<file path="src/rtl/clkdiv_pkg.sv">
// Package: shared field layout, decoded setting type and decode helper for
// the high/low clock divider. Assumes six-bit count fields in 16-bit words.
package clkdiv_pkg;
    localparam int WORD_W    = 16;
    localparam int FLD_W     = 6;
    localparam int CNT_W     = FLD_W + 2;   // holds a period of up to 2*2^FLD_W
    localparam int HI_LSB    = 6;
    localparam int LO_LSB    = 0;
    localparam int HALF_BIT  = 7;
    localparam int BYP_BIT   = 6;

    typedef struct packed {
        logic [FLD_W:0] hi;      // high-phase length, 1..2^FLD_W
        logic [FLD_W:0] lo;      // low-phase length, 1..2^FLD_W
        logic           half;    // extend high phase by half a period
        logic           bypass;  // pass the source clock through
    } div_cfg_t;

    localparam div_cfg_t CFG_RESET = '{hi: 7'd1, lo: 7'd1, half: 1'b0, bypass: 1'b0};

    // A zero field stands for the full count 2^FLD_W
    function automatic logic [FLD_W:0] expand_cnt(input logic [FLD_W-1:0] fld);
        expand_cnt = (fld == '0) ? (FLD_W+1)'(1 << FLD_W) : {1'b0, fld};
    endfunction

    function automatic div_cfg_t decode_cfg(input logic [WORD_W-1:0] wa,
                                            input logic [WORD_W-1:0] wb);
        div_cfg_t c;
        c.hi     = expand_cnt(wa[HI_LSB +: FLD_W]);
        c.lo     = expand_cnt(wa[LO_LSB +: FLD_W]);
        c.half   = wb[HALF_BIT];
        c.bypass = wb[BYP_BIT];
        decode_cfg = c;
    endfunction
endpackage

</file>
<file path="src/rtl/div_cfg_stage.sv">
// Configuration stage: captures both words on a load strobe into a pending
// slot and promotes the pending setting to active only at a period boundary.
// Assumes wrap_i is high on the last input cycle of each output period.
module div_cfg_stage
    import clkdiv_pkg::*;
(
    input  logic              clk_i,
    input  logic              rst_ni,
    input  logic [WORD_W-1:0] cfg_a_i,
    input  logic [WORD_W-1:0] cfg_b_i,
    input  logic              load_i,
    input  logic              wrap_i,
    output div_cfg_t          act_o,
    output logic              pend_vld_o
);
    div_cfg_t pend_q;
    div_cfg_t act_q;
    logic     pend_vld_q;

    // Pending slot: the latest load overwrites any earlier unapplied one
    always_ff @(posedge clk_i) begin
        if (!rst_ni) begin
            pend_q <= CFG_RESET;
        end else if (load_i) begin
            pend_q <= decode_cfg(cfg_a_i, cfg_b_i);
        end
    end

    // Pending flag: set by a load, cleared when the setting is promoted
    always_ff @(posedge clk_i) begin
        if (!rst_ni) begin
            pend_vld_q <= 1'b0;
        end else if (load_i) begin
            pend_vld_q <= 1'b1;
        end else if (wrap_i) begin
            pend_vld_q <= 1'b0;
        end
    end

    // Active setting: changes only at the end of a complete output period
    always_ff @(posedge clk_i) begin
        if (!rst_ni) begin
            act_q <= CFG_RESET;
        end else if (wrap_i && pend_vld_q) begin
            act_q <= pend_q;
        end
    end

    assign act_o      = act_q;
    assign pend_vld_o = pend_vld_q;
endmodule

</file>
<file path="src/rtl/div_period_cnt.sv">
// Period counter: walks an index through one output period and drives the
// registered high phase. Assumes hi and lo of the active setting are >= 1.
module div_period_cnt
    import clkdiv_pkg::*;
(
    input  logic             clk_i,
    input  logic             rst_ni,
    input  div_cfg_t         cfg_i,
    output logic             wrap_o,
    output logic [CNT_W-1:0] cnt_o,
    output logic [CNT_W-1:0] len_o,
    output logic             hi_o
);
    localparam logic [CNT_W-1:0] RST_LAST =
        CNT_W'(CFG_RESET.hi) + CNT_W'(CFG_RESET.lo) - CNT_W'(1);

    logic [CNT_W-1:0] cnt_q;
    logic [CNT_W-1:0] cnt_nxt;
    logic [CNT_W-1:0] len;
    logic             hi_q;

    // Period length and end-of-period detection
    always_comb begin
        len     = CNT_W'(cfg_i.hi) + CNT_W'(cfg_i.lo);
        cnt_nxt = cnt_q + CNT_W'(1);
        wrap_o  = cfg_i.bypass || (cnt_q == len - CNT_W'(1));
    end

    // Index and high-phase register; a new period always starts high
    always_ff @(posedge clk_i) begin
        if (!rst_ni) begin
            cnt_q <= RST_LAST;
            hi_q  <= 1'b0;
        end else if (wrap_o) begin
            cnt_q <= '0;
            hi_q  <= 1'b1;
        end else begin
            cnt_q <= cnt_nxt;
            hi_q  <= (cnt_nxt < CNT_W'(cfg_i.hi));
        end
    end

    assign cnt_o = cnt_q;
    assign len_o = len;
    assign hi_o  = hi_q;
endmodule

</file>
<file path="src/rtl/div_half_ext.sv">
// Output stage: a falling-edge copy of the high phase stretches it by half an
// input period when requested; bypass selects the source clock directly.
module div_half_ext (
    input  logic clk_i,
    input  logic rst_ni,
    input  logic hi_i,
    input  logic half_i,
    input  logic bypass_i,
    output logic clk_o
);
    logic hi_neg_q;

    // Half-period delayed copy of the high phase
    always_ff @(negedge clk_i) begin
        if (!rst_ni) begin
            hi_neg_q <= 1'b0;
        end else begin
            hi_neg_q <= hi_i;
        end
    end

    // Output select: pass-through or stretched high phase
    always_comb begin
        if (bypass_i) begin
            clk_o = clk_i;
        end else begin
            clk_o = hi_i | (half_i & hi_neg_q);
        end
    end
endmodule

</file>
<file path="src/rtl/clk_hilo_div.sv">
// Top: programmable high/low clock divider. Words are captured on load_i,
// applied at the next period boundary and turned into the output waveform.
// Assumes load_i is synchronous to clk_i.
module clk_hilo_div
    import clkdiv_pkg::*;
(
    input  logic              clk_i,
    input  logic              rst_ni,
    input  logic [WORD_W-1:0] cfg_a_i,
    input  logic [WORD_W-1:0] cfg_b_i,
    input  logic              load_i,
    output logic              clk_o
);
    div_cfg_t         act;
    logic             pend_vld;
    logic             wrap;
    logic [CNT_W-1:0] cnt;
    logic [CNT_W-1:0] len;
    logic             hi;

    div_cfg_stage u_cfg (
        .clk_i      (clk_i),
        .rst_ni     (rst_ni),
        .cfg_a_i    (cfg_a_i),
        .cfg_b_i    (cfg_b_i),
        .load_i     (load_i),
        .wrap_i     (wrap),
        .act_o      (act),
        .pend_vld_o (pend_vld)
    );

    div_period_cnt u_cnt (
        .clk_i  (clk_i),
        .rst_ni (rst_ni),
        .cfg_i  (act),
        .wrap_o (wrap),
        .cnt_o  (cnt),
        .len_o  (len),
        .hi_o   (hi)
    );

    div_half_ext u_out (
        .clk_i    (clk_i),
        .rst_ni   (rst_ni),
        .hi_i     (hi),
        .half_i   (act.half),
        .bypass_i (act.bypass),
        .clk_o    (clk_o)
    );
endmodule

</file>
<file path="config.mk">
export PLATFORM = sky130hd
export DESIGN_NAME = clk_hilo_div
export DESIGN_NICKNAME = d
export VERILOG_FILES = /design/src/rtl/clkdiv_pkg.sv /design/src/rtl/div_cfg_stage.sv /design/src/rtl/div_period_cnt.sv /design/src/rtl/div_half_ext.sv /design/src/rtl/clk_hilo_div.sv
export SDC_FILE = /design/constraint.sdc
export NUM_CORES = 1
export LEC_CHECK = 0
export ABC_AREA = 1
export BUFFER_PORTS_ARGS = -buffer_cell sky130_fd_sc_hd__buf_2
export CAP_MARGIN = 20
export CORE_MARGIN = 2
export CORE_UTILIZATION = 50
export CTS_CLUSTER_DIAMETER = 150
export CTS_CLUSTER_SIZE = 25
export DETAILED_ROUTE_END_ITERATION = 6
export MAX_ROUTING_LAYER = met4
export PLACE_DENSITY_LB_ADDON = 0.3
export SYNTH_ARGS = -nofsm -noshare
export SYNTH_HDL_FRONTEND = slang
export SYNTH_HIERARCHICAL = 1
export SYNTH_SLANG_ARGS = --single-unit
</file>
<file path="constraint.sdc">
create_clock -name clk_i -period 7 [get_ports clk_i]
set_clock_uncertainty 0.15 [all_clocks]
set_input_delay 0.7 -clock clk_i [delete_from_list [all_inputs] [get_ports clk_i]]
set_output_delay 0.7 -clock clk_i [all_outputs]
set_load 0.01 [all_outputs]
</file>
# == After elaboration in Yosys (flattened, before gate mapping) ==
# Cells that the tools add are included.
# op_classes
mux,7
eq_ne,1
bitwise,3
reduce_logical,6
order_cmp,1
addsub,3
# ops
operator,n
$mux W7,2
$logic_not A6 Y1,2
$add A7 B7 Y8,1
$add A8 B1 Y8 const B,1
$eq A8 B8 Y1,1
$lt A8 B7 Y1,1
$sub A8 B1 Y8 const B,1
$mux W1,5
$reduce_bool A2 Y1,1
$reduce_or A2 Y1,1
$and A1 B1 Y1,1
$logic_and A1 B1 Y1,1
$logic_or A1 B1 Y1,1
$not A1 Y1,1
$or A1 B1 Y1,1
# word_totals
word_cells,34
ff_bits,43
output_inout_bits,1
in_bits,35

# == Longest topological paths before layout ==
# Gate-level depths: netlist of run 1.
# logic_depth
word_depth,6
ltp_mapped,20
depth_no_buf,19

# == Modules after synthesis ==
# Netlist of run 1, hierarchy kept.
# modules_own_cells
module,cells_per_inst,seq_area_each_um2,instances,area_each_um2
div_period_cnt,219,180.2,1,1367.6
div_cfg_stage,154,660.6,1,1204.9
div_half_ext,9,20.0,1,57.6

==> flow_metrics.tcl, run 1 <==
set metrics [dict create \
    run_status "complete, no violations" \
    synthCells 379 \
    num_antenna_cells 0 \
    tightest_slew_ns 0.4867 \
    rows 26 \
    drive_gt1_share_pct 15.29 \
    cap_violations 0 \
    min_to "u_cfg/pend_q[10]" \
    seqCellArea_um2 860.8 \
    via_count 2270 \
    r2r_setup_slack_ns 2.91 \
    n_fill_cell 538 \
    cp_data_required_time_ns 6.15 \
    grt_use_total_pct 19.46 \
    worst_skew_pair.late_latency_ns 0.39 \
    syn2layout_area_growth_pct 9.126 \
    syn-cell-area_um2 2619 \
    hpwl_um 3990 \
    grt_pass1_vias 2232 \
    drc 0 \
    grt_max_degree 35 \
    cp.arrival_ns 4.56 \
    ir_worst_vdd_uv 217.6 \
    antenna_found_initial 0 \
    die_w_um 76.37 \
    setup_ws_ns 1.588 \
    finalMaxSlewViolations 0 \
    cellPowerDensity_nw_per_um2 501.1 \
    grt_pass1_wl_um 9073 \
    grtUsageMet1_pct 22.24 \
    place.gp.congestion 0.7552 \
    dp_slack_ns 2.012 \
    whs_path_depth 2 \
    crit_type "register to output port" \
    clk_pin_slew_ns 0.07 \
    use_met2_pct 34.25 \
    die_area_um2 5832 \
    core_um2 5075 \
    use_met3_pct 3.673 \
    critical_path_peak_fanout 1 \
    ios 36 \
    r2r_end "u_out/hi_neg_q" \
    wl_per_cell_um 10.70 \
    setup_tns_ns 0 \
    r2r-start "u_cnt/hi_o" \
    die_h_um 76.37 \
    ctsHoldBuffers 0 \
    ant_nets 0 \
    rsz0062_at_grt "false" \
    cp-end-kind "output port" \
    syn-num-nets 430 \
    avgSynthCellArea_um2 6.910 \
    post-cts-setup-buffers 0 \
    crit_path_start_kind "register" \
    io_buffers 17 \
    hold_viol 0 \
    multi_input_area_um2 1474 \
    power_uw 1432 \
    grt_busiest_layer "met2" \
    yosys_warnings 6 \
    via_per_inst 4.840 \
    rr_worst_depth 2 \
    p_leak_uw 0.001391 \
    final_nets 449 \
    drt-initial-drc-count 99 \
    routed_wl_um 5019 \
    hold_path.class "register to register" \
    hp-start "u_cfg/pend_q[10]" \
    cts_resized 0 \
    crit_start "u_out/hi_neg_q" \
    setup_violations 0 \
    firstDrtPassIters 4 \
    gr-total-overflow 0 \
    tritoncts "built" \
    relSlewSlack_pct 67.55 \
    holdWs_ns 0.3295 \
    initial_core_util_pct 51.60 \
]
==> state kept, by name, indices dropped and copies added (netlist names) <==
name and flops:
u_cfg/act_o 16, u_cfg/pend_q 16, u_cnt/cnt_o 8, u_cfg/pend_vld_o 1
u_cnt/hi_o 1, u_out/hi_neg_q 1
==> critical path, stage by stage, from the launching register on <==
cell,delay (ns)
dfxtp_1,0.30
nand2_1,0.06
a21oi_2,0.12
buf_2,0.14
==> cell usage in the layout, fill, tap and decap left out <==
master,count
a211oi_1,1
a21oi_1,19
a21oi_2,1
buf_2,17
clkbuf_8,8
clkinv_2,1
dfxtp_1,43
fa_1,1
ha_1,15
inv_1,58
inv_2,3
inv_4,1
nand2_1,79
nand2_2,8
nand2_4,2
nand3_1,32
nand3_2,5
nand3_4,2
nand3b_1,2
nand4_1,3
nand4_4,1
nor2_1,50
nor2_2,8
nor2_4,4
o211ai_1,2
o21ai_0,27
xnor2_1,2
xor2_1,4
==> worst max path at each step <==
stage	to	slack (ns)	cells after the start
6_report	clk_o	1.59	3
5_1_grt	clk_o	1.53	3
4_1_cts	clk_o	1.56	3
3_5_place_dp	u_out/hi_neg_q	2.01	3
3_3_place_gp	u_out/hi_neg_q	2.01	3
2_1_floorplan	clk_o	2.14	2
==> power by group <==
part	total, µW	internal (µW)	switching [µW]
combinational	897	330	567
clock	200	110	90.8
sequential	335	298	36.4
total	1430	738	694
==> stage by stage <==
stage,util (%),instances,cell area [µm²]
floorplan,-,379,2619
global placement,53.90,458,2735
detailed placement,53.90,458,2735
CTS,56.31,469,2858
global route,56.31,469,2858
finish,56.31,469,2858
==> area by class of cell <==
cell class	instances	area share (%)
Multi-Input combinational cell	268	51.58
Clock buffer	9	4.028
Inverter	59	7.837
Timing Repair Buffer	16	2.802
Clock inverter	4	0.5692
Tap cell	70	3.065
Sequential cell	43	30.12
==> layer usage <==
metal	up-vias	wire length [µm]
met4	0	21
met3	3	124
li1	1230	-
met5	-	0
met2	23	2486
met1	1014	2387
Power figures use the tool's default switching activity.
==> inputs of run 2 (changes only) <==
==> constraint.sdc (replaced) <==
create_clock -name clk_i -period 5.6 [get_ports clk_i]
set_clock_uncertainty 0.15 [all_clocks]
set_input_delay 0.56 -clock clk_i [delete_from_list [all_inputs] [get_ports clk_i]]
set_output_delay 0.56 -clock clk_i [all_outputs]
set_load 0.01 [all_outputs]
==> run 2 against run 1 <==
  * Setup slack lost 0.58 ns
  * Cell count unchanged
  * First-iteration DRC count is 12% lower
  * Hold slack lost 0.10 ns
  * Core utilization barely moved
  * Critical path type unchanged
  * Critical endpoint unchanged
  * Largest power group unchanged
  * Highest routed layer unchanged
==> flow_metrics.tcl, run 2 (synthesis results as in run 1) <==
set metrics [dict create \
    r2r_setup_slack_ns 2.20 \
    holdWs_ns 0.2267 \
    p_switching_uw 869.9 \
    combPwrFrac_pct 62.4 \
    min_to "u_cfg/pend_q[1]" \
    grt_pass1_vias 2130 \
    crit_type "register to output port" \
    drc 0 \
    most-common-layout-cells "nand2_1, inv_1, nor2_1" \
    ir_worst_vdd_uv 338.3 \
    rows 26 \
    ant_nets 0 \
    die_area_um2 5832 \
    setup_tns_ns 0 \
    ctsHoldBuffers 0 \
    cp-end-kind "output port" \
    setup_ws_ns 1.009 \
    hpwl_um 4033 \
    wl_per_cell_um 10.80 \
    die_w_um 76.37 \
    critPathSlowestCell "dfxtp_1" \
    cpPeakStageDelay_ns 0.30 \
    firstDrtPassIters 4 \
    grt_pass1_wl_um 9087 \
    via_count 2275 \
    run_status "complete, no violations" \
    cellPowerDensity_nw_per_um2 628.3 \
    r2r-start "u_cnt/hi_o" \
    path_cells "nand2_1 > a21oi_2 > buf_2" \
    relSlewSlack_pct 66.39 \
    p_leak_uw 0.001384 \
    intPower_uw 924.8 \
    grt_max_degree 35 \
    multi_input_area_um2 1474 \
    n_fill_cell 518 \
    setup_violations 0 \
    clk_pin_slew_ns 0.07 \
    final_nets 449 \
    via_per_inst 4.851 \
    critical_path_peak_fanout 1 \
    drive_gt1_share_pct 15.04 \
    syn2layout_area_growth_pct 9.078 \
    grt_use_total_pct 19.65 \
    place.gp.congestion 0.7550 \
    worst_skew_pair.late_latency_ns 0.40 \
    finalMaxSlewViolations 0 \
    dp_slack_ns 1.447 \
    critical-path-top-delay-family "flip-flops" \
    rr_worst_depth 2 \
    die_h_um 76.37 \
    layout_commonest_cell "nand2_1" \
    num_antenna_cells 0 \
    cap_violations 0 \
    r2r_end "u_out/hi_neg_q" \
    hold_viol 0 \
    io_buffers 17 \
    hp-start "cfg_b_i[7]" \
    crit_path_start_kind "register" \
    p_clk_share_pct 14.2 \
    core_um2 5075 \
    seqPwrFrac_pct 23.4 \
    ios 36 \
    cp_data_required_time_ns 4.89 \
    hold_path.class "input port to register" \
    cp.arrival_ns 3.88 \
    post-cts-setup-buffers 0 \
    seqCellArea_um2 860.8 \
    tritoncts "built" \
    rsz0062_at_grt "false" \
    drt-initial-drc-count 87 \
    cts_resized 0 \
    worst-path-buf-inv 1 \
    routed_wl_um 5067 \
    whs_path_depth 3 \
    tightest_slew_ns 0.5042 \
    swShare_pct 48.47 \
    antenna_found_initial 0 \
    gr-total-overflow 0 \
    initial_core_util_pct 51.60 \
]
==> run 2: cell types whose count changed in the layout (fill, tap and decap cells not counted), sizes merged <==
cell,before,now
inv,62,61
clkinv,1,0
clkbuf,8,10
==> run 2: metrics by stage <==
stage	util, %	std cells	power (µW)	area, µm²
2_1_floorplan	-	379	1385	2619
6_report	56.29	469	1795	2856
3_5_place_dp	53.90	458	1570	2735
3_3_place_gp	53.90	458	1536	2735
5_1_grt	56.29	469	2004	2856
4_1_cts	56.29	469	1815	2856
==> run 2: tightest hold or removal path, cell delays in order <==
cell,delay (ns)
buf_2,0.07
nor2_1,0.03
nor2_1,0.08
==> run 2: per-layer routing <==
| layer | global-route usage, % | share of wire [%] | wire length (µm) | vias up |
|---|---|---|---|---|
| li1 | - | - | - | 1240 |
| met1 | 23.23 | 47 | 2384 | 1000 |
| met2 | 33.27 | 49 | 2495 | 27 |
| met3 | 2.962 | 1.9 | 96 | 8 |
| met4 | 8.545 | 1.8 | 91 | 0 |
| met5 | - | 0 | 0 | - |
==> run 2: power by group through the flow <==
stage	Sequential, µW	Combinational (µW)	Clock, µW
6_report	419	1120	255
5_1_grt	428	1300	272
4_1_cts	420	1130	262
3_5_place_dp	426	1130	14.5
3_3_place_gp	424	1100	14.5
2_1_floorplan	412	962	10.4
==> run 2: cell type report <==
type	count	area share [%]
clock buffers	11	4.293
flip-flops and latches	43	30.14
repair buffers	16	2.803
clock inverters	2	0.2628
inverters	59	7.841
multi-input cells	268	51.60
well taps	70	3.066
==> run 2: how the worst max path moves through the flow <==
stage | from | end | slack (ns) | cells after the start
after floorplan | u_out/hi_neg_q | clk_o | 1.58 | 2
after global placement | rst_ni | u_out/hi_neg_q | 1.45 | 3
after detailed placement | rst_ni | u_out/hi_neg_q | 1.45 | 3
after CTS | u_out/hi_neg_q | clk_o | 0.99 | 3
after global routing | u_out/hi_neg_q | clk_o | 0.96 | 3
final | u_out/hi_neg_q | clk_o | 1.01 | 3
==> inputs of run 3 (changes only) <==
==> constraint.sdc (replaced) <==
create_clock -name clk_i -period 4.8 [get_ports clk_i]
set_clock_uncertainty 0.15 [all_clocks]
set_input_delay 0.48 -clock clk_i [delete_from_list [all_inputs] [get_ports clk_i]]
set_output_delay 0.48 -clock clk_i [all_outputs]
set_load 0.01 [all_outputs]
==> run 3 against run 2 <==
  * Sequential power up 16%
  * Hold slack lost 0.079 ns
  * Largest power group unchanged
  * Cell area rose by 0.70%
  * Clock power rose by 31%
  * Via count did not move
  * Critical path depth stayed put
  * First-iteration DRC count rose by 17%
  * Critical endpoint unchanged
==> flow_metrics.tcl, run 3 (synthesis results as in run 1) <==
set metrics [dict create \
    p_leak_uw 0.001396 \
    hold_viol 0 \
    clk_pin_slew_ns 0.07 \
    run_status "complete, no violations" \
    ant_nets 0 \
    worst_skew_pair.late_latency_ns 0.41 \
    cp-end-kind "output port" \
    p_switching_uw 1027 \
    grt_pass1_vias 2132 \
    tritoncts "built" \
    tightest_slew_ns 0.5036 \
    crit_path_start_kind "register" \
    intPower_uw 1106 \
    num_antenna_cells 0 \
    cp.arrival_ns 3.49 \
    die_w_um 76.37 \
    cellPowerDensity_nw_per_um2 741.6 \
    firstDrtPassIters 4 \
    setup_tns_ns 0 \
    dp_slack_ns 1.127 \
    ctsHoldBuffers 0 \
    crit_type "register to output port" \
    syn2layout_area_growth_pct 9.842 \
    seqPwrFrac_pct 22.9 \
    core_um2 5075 \
    die_area_um2 5832 \
    grt_max_degree 35 \
    post-cts-setup-buffers 0 \
    r2r-start "u_cfg/act_o[9]" \
    final_cell_area_um2 2877 \
    critPathSlowestCell "dfxtp_1" \
    via_per_inst 4.851 \
    most-common-layout-cells "nand2_1, inv_1, nor2_1" \
    path_cells "nand2_1 > a21oi_2 > buf_2" \
    ir_worst_vdd_uv 318.9 \
    place.gp.congestion 0.7706 \
    combPwrFrac_pct 61.5 \
    via_count 2275 \
    grt_pass1_wl_um 8963 \
    routed_wl_um 5107 \
    use_met2_pct 32.65 \
    crit_start "u_out/hi_neg_q" \
    cpPeakStageDelay_ns 0.30 \
    gr-total-overflow 0 \
    setup_violations 0 \
    rsz0062_at_grt "false" \
    setup_ws_ns 0.6805 \
    antenna_found_initial 0 \
    finalMaxSlewViolations 0 \
    final_nets 449 \
    cp_data_required_time_ns 4.17 \
    drt-initial-drc-count 102 \
    critical_path_peak_fanout 1 \
    drive_gt1_share_pct 15.54 \
    drc 0 \
    relSlewSlack_pct 66.43 \
    fin_util_pct 56.68 \
    wl_per_cell_um 10.89 \
    io_buffers 17 \
    initial_core_util_pct 51.60 \
    swShare_pct 48.16 \
    die_h_um 76.37 \
    cap_violations 0 \
    grt_busiest_layer "met2" \
    grt_use_total_pct 19.80 \
    grtUsageMet1_pct 22.60 \
    use_met3_pct 3.318 \
    hp-start "cfg_b_i[6]" \
    p_clk_share_pct 15.6 \
    layout_commonest_cell "nand2_1" \
    dpl-instance-area_um2 2735 \
    rows 26 \
    ios 36 \
    hpwl_um 3926 \
    cts_resized 0 \
    hold_path.class "input port to register" \
]
==> run 3: cell types whose count changed in the layout (fill, tap and decap cells not counted) <==
cell,change
clkbuf_8,+2
clkbuf_1,-2
==> run 3: final timing paths <==
kind                                    endpoint  depth (start not counted)  slack (ns)
worst min-delay path             u_cfg/pend_q[0]                          3        0.15
worst min register to register  u_cfg/pend_q[15]                          2        0.31
worst max register to register   u_cfg/act_o[10]                         16        1.50
worst max-delay path                       clk_o                          3        0.68
==> run 3: metal layers <==
layer,wire length [µm],vias up
li1,-,1230
met1,2393,1002
met2,2474,36
met3,132,7
met4,106,0
met5,0,-
==> run 3: power by group through the flow <==
stage / Clock [µW] / Combinational [µW] / Sequential (µW)
after floorplan: 12.1 / 1120 / 481
after global placement: 17.0 / 1280 / 495
after detailed placement: 16.9 / 1310 / 497
after CTS: 341 / 1320 / 489
after global routing: 355 / 1500 / 500
final: 333 / 1310 / 488
==> run 3: final cells by class <==
class | count | area, µm²
clock inverters | 2 | 7.507
inverters | 59 | 224.0
multi-input cells | 268 | 1474
fillers | 513 | 2198
repair buffers | 16 | 80.08
flip-flops and latches | 43 | 860.8
well taps | 70 | 87.58
clock buffers | 11 | 142.6
==> run 3: through the flow <==
step                      power (µW)  cells  hold WS (ns)
final                           2133    469        0.1473
after global routing            2355    469        0.1807
after CTS                       2151    469        0.1396
after detailed placement        1826    458        0.3015
after global placement          1791    458        0.3017
after floorplan                 1616    379        0.2791
==> run 3: critical path: cells and delay by family (launching register included) <==
family / cells / cell delay [ns]
AO/OA/AOI/OAI: 1 / 0.12
buffers and inverters: 1 / 0.14
flip-flops: 1 / 0.30
AND/OR/NAND/NOR: 1 / 0.06
